[config.mk]
export PLATFORM = sky130hd
export DESIGN_NAME = brk_fault_ctrl
export DESIGN_NICKNAME = d
export VERILOG_FILES = /design/src/rtl/brk_pkg.sv /design/src/rtl/brk_sync.sv /design/src/rtl/brk_req_merge.sv /design/src/rtl/brk_state.sv /design/src/rtl/brk_fault_ctrl.sv
export SDC_FILE = /design/constraint.sdc
export NUM_CORES = 1
export LEC_CHECK = 0
export BUFFER_PORTS_ARGS = -buffer_cell sky130_fd_sc_hd__buf_2
export CAP_MARGIN = 25
export CORE_AREA = 4 4 41 43
export CTS_BUF_LIST = sky130_fd_sc_hd__clkbuf_2 sky130_fd_sc_hd__clkbuf_4 sky130_fd_sc_hd__clkbuf_8
export DETAILED_ROUTE_END_ITERATION = 8
export DIE_AREA = 0 0 45 47
export GPL_TIMING_DRIVEN = 1
export HOLD_SLACK_MARGIN = 0.12
export PLACE_DENSITY_LB_ADDON = 0.3
export SYNTH_ARGS = -nofsm -noshare
export SYNTH_HDL_FRONTEND = slang
export SYNTH_SLANG_ARGS = --single-unit
export TNS_END_PERCENT = 100
[constraint.sdc]
create_clock -name clk_i -period 0.99 [get_ports clk_i]
set_input_delay 0.0495 -clock clk_i [delete_from_list [all_inputs] [get_ports clk_i]]
set_output_delay 0.0495 -clock clk_i [all_outputs]
set_load 0.1 [all_outputs]
[src/rtl/brk_pkg.sv]
package brk_pkg;
   localparam int LOCK_W = 2;

   typedef enum logic [LOCK_W-1:0] {
      LOCK_OFF = 2'd0,
      LOCK_L1  = 2'd1,
      LOCK_L2  = 2'd2,
      LOCK_L3  = 2'd3
   } lock_lvl_e;

   typedef struct packed {
      logic hw_src;
      logic pin_brk;
      logic sw_src;
      logic drive_src;
   } brk_req_t;
endpackage

[src/rtl/brk_sync.sv]
module brk_sync #(
   parameter int   STAGES  = 2,
   parameter logic RST_VAL = 1'b1
) (
   input  logic clk_i,
   input  logic rst_ni,
   input  logic d_i,
   output logic q_o
);
   generate
      if (STAGES < 2) begin : g_bad
         $error("brk_sync: STAGES must be at least 2");
      end
   endgenerate

   logic [STAGES-1:0] chain_q;

   always_ff @(posedge clk_i or negedge rst_ni) begin
      if (!rst_ni) chain_q <= {STAGES{RST_VAL}};
      else         chain_q <= {chain_q[STAGES-2:0], d_i};
   end

   assign q_o = chain_q[STAGES-1];
endmodule

[src/rtl/brk_req_merge.sv]
module brk_req_merge
   import brk_pkg::*;
#(
   parameter int N_PERIPH = 4
) (
   input  logic                brk_en_i,
   input  logic                pol_high_i,
   input  logic                sys_alarm_i,
   input  logic [N_PERIPH-1:0] periph_fault_i,
   input  logic                sw_brk_i,
   input  logic                pin_sync_i,
   output brk_req_t            req_o
);
   logic periph_any;

   generate
      if (N_PERIPH == 1) begin : g_one
         assign periph_any = periph_fault_i[0];
      end else begin : g_many
         assign periph_any = |periph_fault_i;
      end
   endgenerate

   always_comb begin
      req_o.hw_src    = sys_alarm_i | periph_any;
      req_o.pin_brk   = brk_en_i & (pol_high_i ? pin_sync_i : ~pin_sync_i);
      req_o.sw_src    = sw_brk_i;
      req_o.drive_src = req_o.hw_src | req_o.pin_brk | (sw_brk_i & brk_en_i);
   end
endmodule

[src/rtl/brk_state.sv]
module brk_state
   import brk_pkg::*;
(
   input  logic              clk_i,
   input  logic              rst_ni,
   input  logic [LOCK_W-1:0] lock_lvl_i,
   input  logic              bidir_wr_i,
   input  logic              bidir_val_i,
   input  logic              pol_high_i,
   input  brk_req_t          req_i,
   input  logic              moe_set_i,
   input  logic              flag_clr_i,
   input  logic              disarm_set_i,
   input  logic              rearm_i,
   input  logic              pin_sync_i,
   output logic              moe_o,
   output logic              flag_o,
   output logic              fault_o,
   output logic              disarm_o,
   output logic              bidir_o,
   output logic              disarmed_o
);
   logic any_brk, drive_ok, unlocked;

   assign unlocked   = (lock_lvl_e'(lock_lvl_i) == LOCK_OFF);
   assign any_brk    = req_i.hw_src | req_i.pin_brk | req_i.sw_src;
   assign drive_ok   = bidir_o & ~pol_high_i;
   assign disarmed_o = ~moe_o & bidir_o & disarm_o;

   always_ff @(posedge clk_i or negedge rst_ni) begin
      if (!rst_ni) begin
         moe_o    <= 1'b0;
         flag_o   <= 1'b0;
         fault_o  <= 1'b0;
         disarm_o <= 1'b0;
         bidir_o  <= 1'b0;
      end else begin
         if (any_brk)        moe_o <= 1'b0;
         else if (moe_set_i) moe_o <= 1'b1;

         if (any_brk)         flag_o <= 1'b1;
         else if (flag_clr_i) flag_o <= 1'b0;

         if (disarmed_o || !drive_ok) fault_o <= 1'b0;
         else if (req_i.drive_src)    fault_o <= 1'b1;

         if (disarm_set_i)             disarm_o <= 1'b1;
         else if (rearm_i && pin_sync_i) disarm_o <= 1'b0;

         if (bidir_wr_i && unlocked) bidir_o <= bidir_val_i;
      end
   end
endmodule

[src/rtl/brk_fault_ctrl.sv]
module brk_fault_ctrl
   import brk_pkg::*;
#(
   parameter int N_PERIPH    = 4,
   parameter int SYNC_STAGES = 2
) (
   input  logic                clk_i,
   input  logic                rst_ni,
   input  logic [LOCK_W-1:0]   lock_lvl_i,
   input  logic                bidir_wr_i,
   input  logic                bidir_val_i,
   input  logic                brk_en_i,
   input  logic                pol_high_i,
   input  logic                sys_alarm_i,
   input  logic [N_PERIPH-1:0] periph_fault_i,
   input  logic                sw_brk_i,
   input  logic                moe_set_i,
   input  logic                flag_clr_i,
   input  logic                disarm_set_i,
   input  logic                rearm_i,
   input  logic                pin_i,
   output logic                pin_oe_o,
   output logic                moe_o,
   output logic                brk_flag_o,
   output logic                disarm_o,
   output logic                bidir_o,
   output logic                armed_o
);
   generate
      if (N_PERIPH < 1) begin : g_bad_np
         $error("brk_fault_ctrl: N_PERIPH must be at least 1");
      end
   endgenerate

   logic     pin_sync, fault_q, disarmed;
   brk_req_t req;

   brk_sync #(.STAGES(SYNC_STAGES), .RST_VAL(1'b1)) u_sync (
      .clk_i (clk_i), .rst_ni (rst_ni), .d_i (pin_i), .q_o (pin_sync)
   );

   brk_req_merge #(.N_PERIPH(N_PERIPH)) u_merge (
      .brk_en_i       (brk_en_i),
      .pol_high_i     (pol_high_i),
      .sys_alarm_i    (sys_alarm_i),
      .periph_fault_i (periph_fault_i),
      .sw_brk_i       (sw_brk_i),
      .pin_sync_i     (pin_sync),
      .req_o          (req)
   );

   brk_state u_state (
      .clk_i        (clk_i),
      .rst_ni       (rst_ni),
      .lock_lvl_i   (lock_lvl_i),
      .bidir_wr_i   (bidir_wr_i),
      .bidir_val_i  (bidir_val_i),
      .pol_high_i   (pol_high_i),
      .req_i        (req),
      .moe_set_i    (moe_set_i),
      .flag_clr_i   (flag_clr_i),
      .disarm_set_i (disarm_set_i),
      .rearm_i      (rearm_i),
      .pin_sync_i   (pin_sync),
      .moe_o        (moe_o),
      .flag_o       (brk_flag_o),
      .fault_o      (fault_q),
      .disarm_o     (disarm_o),
      .bidir_o      (bidir_o),
      .disarmed_o   (disarmed)
   );

   assign pin_oe_o = fault_q & ~disarmed & bidir_o & ~pol_high_i;
   assign armed_o  = ~disarmed;
endmodule

==> run_results.csv <==
group,metric,value,unit
sta,clock_skew,0.000674,ns
clocking,clkTransAtPathRegs,0.05,ns
drt,drc,0,
finish,synthToLayoutAreaGrowth,173,%
global_route,grt_pass1_wl,1590,um
run_status,violations,"negative setup slack",
pwr,pwr_density_cell,1250,nW/um2
finish,stdcell_count,93,
floorplanning,initial_core_util,0.237,
pwr,ir_drop,0.783,mV
worst_setup_path,startpoint_type,"flip-flop",
floorplanning,fp.dieArea,2120,um2
sta,rsz0062_at_grt,"yes",
finish,mostFrequentLayoutCell,"buf_2",
synth,syn_nets,48,
worst_setup_path,cp_slowest_stage_delay,0.47,ns
placement,place_hpwl,662,um
global_route,grt.total_usage,0.111,
finish,drive_above_1_share,0.705,
clocking,cts-buffers-inserted,3,
floorplanning,row_count,13,
clocking,tritoncts,"yes",
drt,finalWirelength,1040,um
finish,seq_area,193,um2
drt,ant_nets,0,
synth,ys_seq_elements,7,
sta,finalWorstSetupSlack,-0.609,ns
worst_setup_path,critPathSlowestCell,"dfrtp_4",
run_status,status,"finished with violations",
placement,post-place-ws,-0.351,ns
finish,multi_input_area,166,um2
sta,hold_viol,0,
clocking,h-tree-depth,1,
sta,timing.hold.ws,0.110,ns
synth,syn_avg_cell_area,10.6,um2
floorplanning,num_io_pins,25,
hold_path,min-delay-path-class,"primary input to flip-flop",
drt,first_pass_iters,4,
worst_setup_path,crit_chain,"nor2b_4, or3b_4, nor2_4, buf_12",
flow_run,maxCapViolCount,0,
synth,syn_area,308,um2
sta,post-route-min-period,1.60,ns
placement,port_buffers,24,
drt,viasPerCell,4.19,
pwr,leakagePower,0.404,nW
sta,maxSlewViolCount,0,
sta,post-route-period-util,1.62,
pwr,total_power,1.05,mW
drt,vias,390,
synth,synth_top_cell_by_area,"dfrtp_1",
sta,setup_violations,8,
worst_setup_path,crit_fanout,2,
synth,synth_top_area_frac,0.407,
finish,antenna_cells,0,
sta,relSlewSlack,0.889,
placement,place_inst,71,
synth,synth_warnings,0,
finish,nNetsFinal,98,
synth,synth.distinct_cells,16,
worst_setup_path,path_class,"flip-flop to primary output",
finish,nFillCells,108,
global_route,antenna_found_initial,0,
sta,max_freq,0.625,GHz
floorplanning,die_height,47,um
clocking,clk_latency,0.24,ns
clocking,cts_sinks,7,
global_route,grt_pass1_vias,397,
worst_setup_path,endpoint_kind,"primary output",
clocking,cts_buffer_depth,2,
synth,synth-seq-area-share,0.577,
synth,synthTopCellsByArea,"dfrtp_1 41%, dfstp_2 17%, nand2_1 4.9%",
sta,worst_pin_slew,0.166,ns
finish,mostFrequentLayoutCells,"18 x buf_2, 9 x dlygate4sd3_1, 9 x buf_6",
global_route,overflow,0,
clocking,root_buffer,"clkbuf_4",
synth,synthCells,29,
worst_setup_path,cp.required,0.94,ns
placement,place.gp.congestion,0.638,
drt,drtIter0Drc,6,
drt,drt-wirelength-per-cell,11.2,um
global_route,grt_max_degree,8,
floorplanning,die_w,45,um
floorplanning,fp.coreArea,1300,um2
worst_setup_path,cp.arrival,1.55,ns
area by class of cell:
cell class | instances | area share
repair buffers | 45 | 0.505
inverters | 2 | 0.00894
well taps | 15 | 0.0224
multi-input cells | 20 | 0.198
clock buffers | 4 | 0.0358
flip-flops and latches | 7 | 0.230
power breakdown:
part | switching, mW | internal, mW | total (mW)
clock | 0.103 | 0.181 | 0.284
sequential | 0.0106 | 0.313 | 0.324
combinational | 0.226 | 0.217 | 0.443
worst paths after layout:
check	slack, ns	depth (start not counted)	end	start
max in group asynchronous	0.59	2	u_sync.chain_q[1]	rst_ni
setup reg to reg	-0.39	7	u_state.disarm_o	u_state.disarm_o
setup / recovery	-0.61	4	pin_oe_o	u_state.disarm_o
min in group asynchronous	0.17	2	u_state.flag_o	rst_ni
hold / removal	0.11	4	u_state.flag_o	periph_fault_i[2]
hold reg to reg	0.35	0	u_sync.chain_q[1]	u_sync.chain_q[0]
what timing repair did:
action,CTS,global route
buffers inserted,9,2
hold buffers,9,0
gates resized for setup,13,3
pin swaps,4,2
endpoints found under the setup margin,7,9
endpoints found under the hold margin,13,0
routing by layer:
| layer | global-route usage | routed length, um | vias to the layer above |
|---|---|---|---|
| li1 | - | - | 193 |
| met1 | 0.109 | 359 | 169 |
| met2 | 0.201 | 580 | 24 |
| met3 | 0.0345 | 82 | 4 |
| met4 | 0.0702 | 21 | 0 |
| met5 | 0 | 0 | - |
cells by family (layout without fill, tap and decap cells):
family | Yosys count | in the layout | share of synthesized area
muxes | 1 | 1 | 0.0366
DFF | 7 | 7 | 0.577
and+or+nand+nor | 14 | 14 | 0.256
AOI/OAI and AO/OA | 4 | 4 | 0.0773
buffers and inverters | 2 | 51 | 0.0244
xor gates and xnor gates | 1 | 1 | 0.0285
state kept, by name, indices dropped and copies added (netlist names):
| signal | cells |
|---|---|
| u_state.fault_o | 1 |
| u_sync.chain_q | 2 |
| u_state.moe_o | 1 |
| u_state.disarm_o | 1 |
| u_state.bidir_o | 1 |
| u_state.flag_o | 1 |
synth_stat cells:
cell type	number
inv_1	2
dfrtp_1	5
and3_1	1
nor2_4	1
nor2_1	4
xnor2_1	1
a21oi_1	2
a31oi_1	1
dfstp_2	2
or4_4	1
nor2b_1	1
mux2_2	1
nand2_1	4
nand3_1	1
or3b_1	1
a21o_1	1
worst max-delay path: cells and delay by family (launching register included):
family	cells	cell delay, ns
buffers and inverters	1	0.18
flip-flops	1	0.47
AND/OR/NAND/NOR	3	0.65
through the flow:
step	area [um2]	setup TNS (ns)	util
2_1_floorplan	344	-1.73	-
3_3_place_gp	596	-0.602	0.458
3_5_place_dp	596	-0.608	0.458
4_1_cts	835	-2.32	0.641
5_1_grt	840	-2.78	0.645
6_report	840	-2.48	0.645
Note: power is estimated with default switching activity, not from simulation.
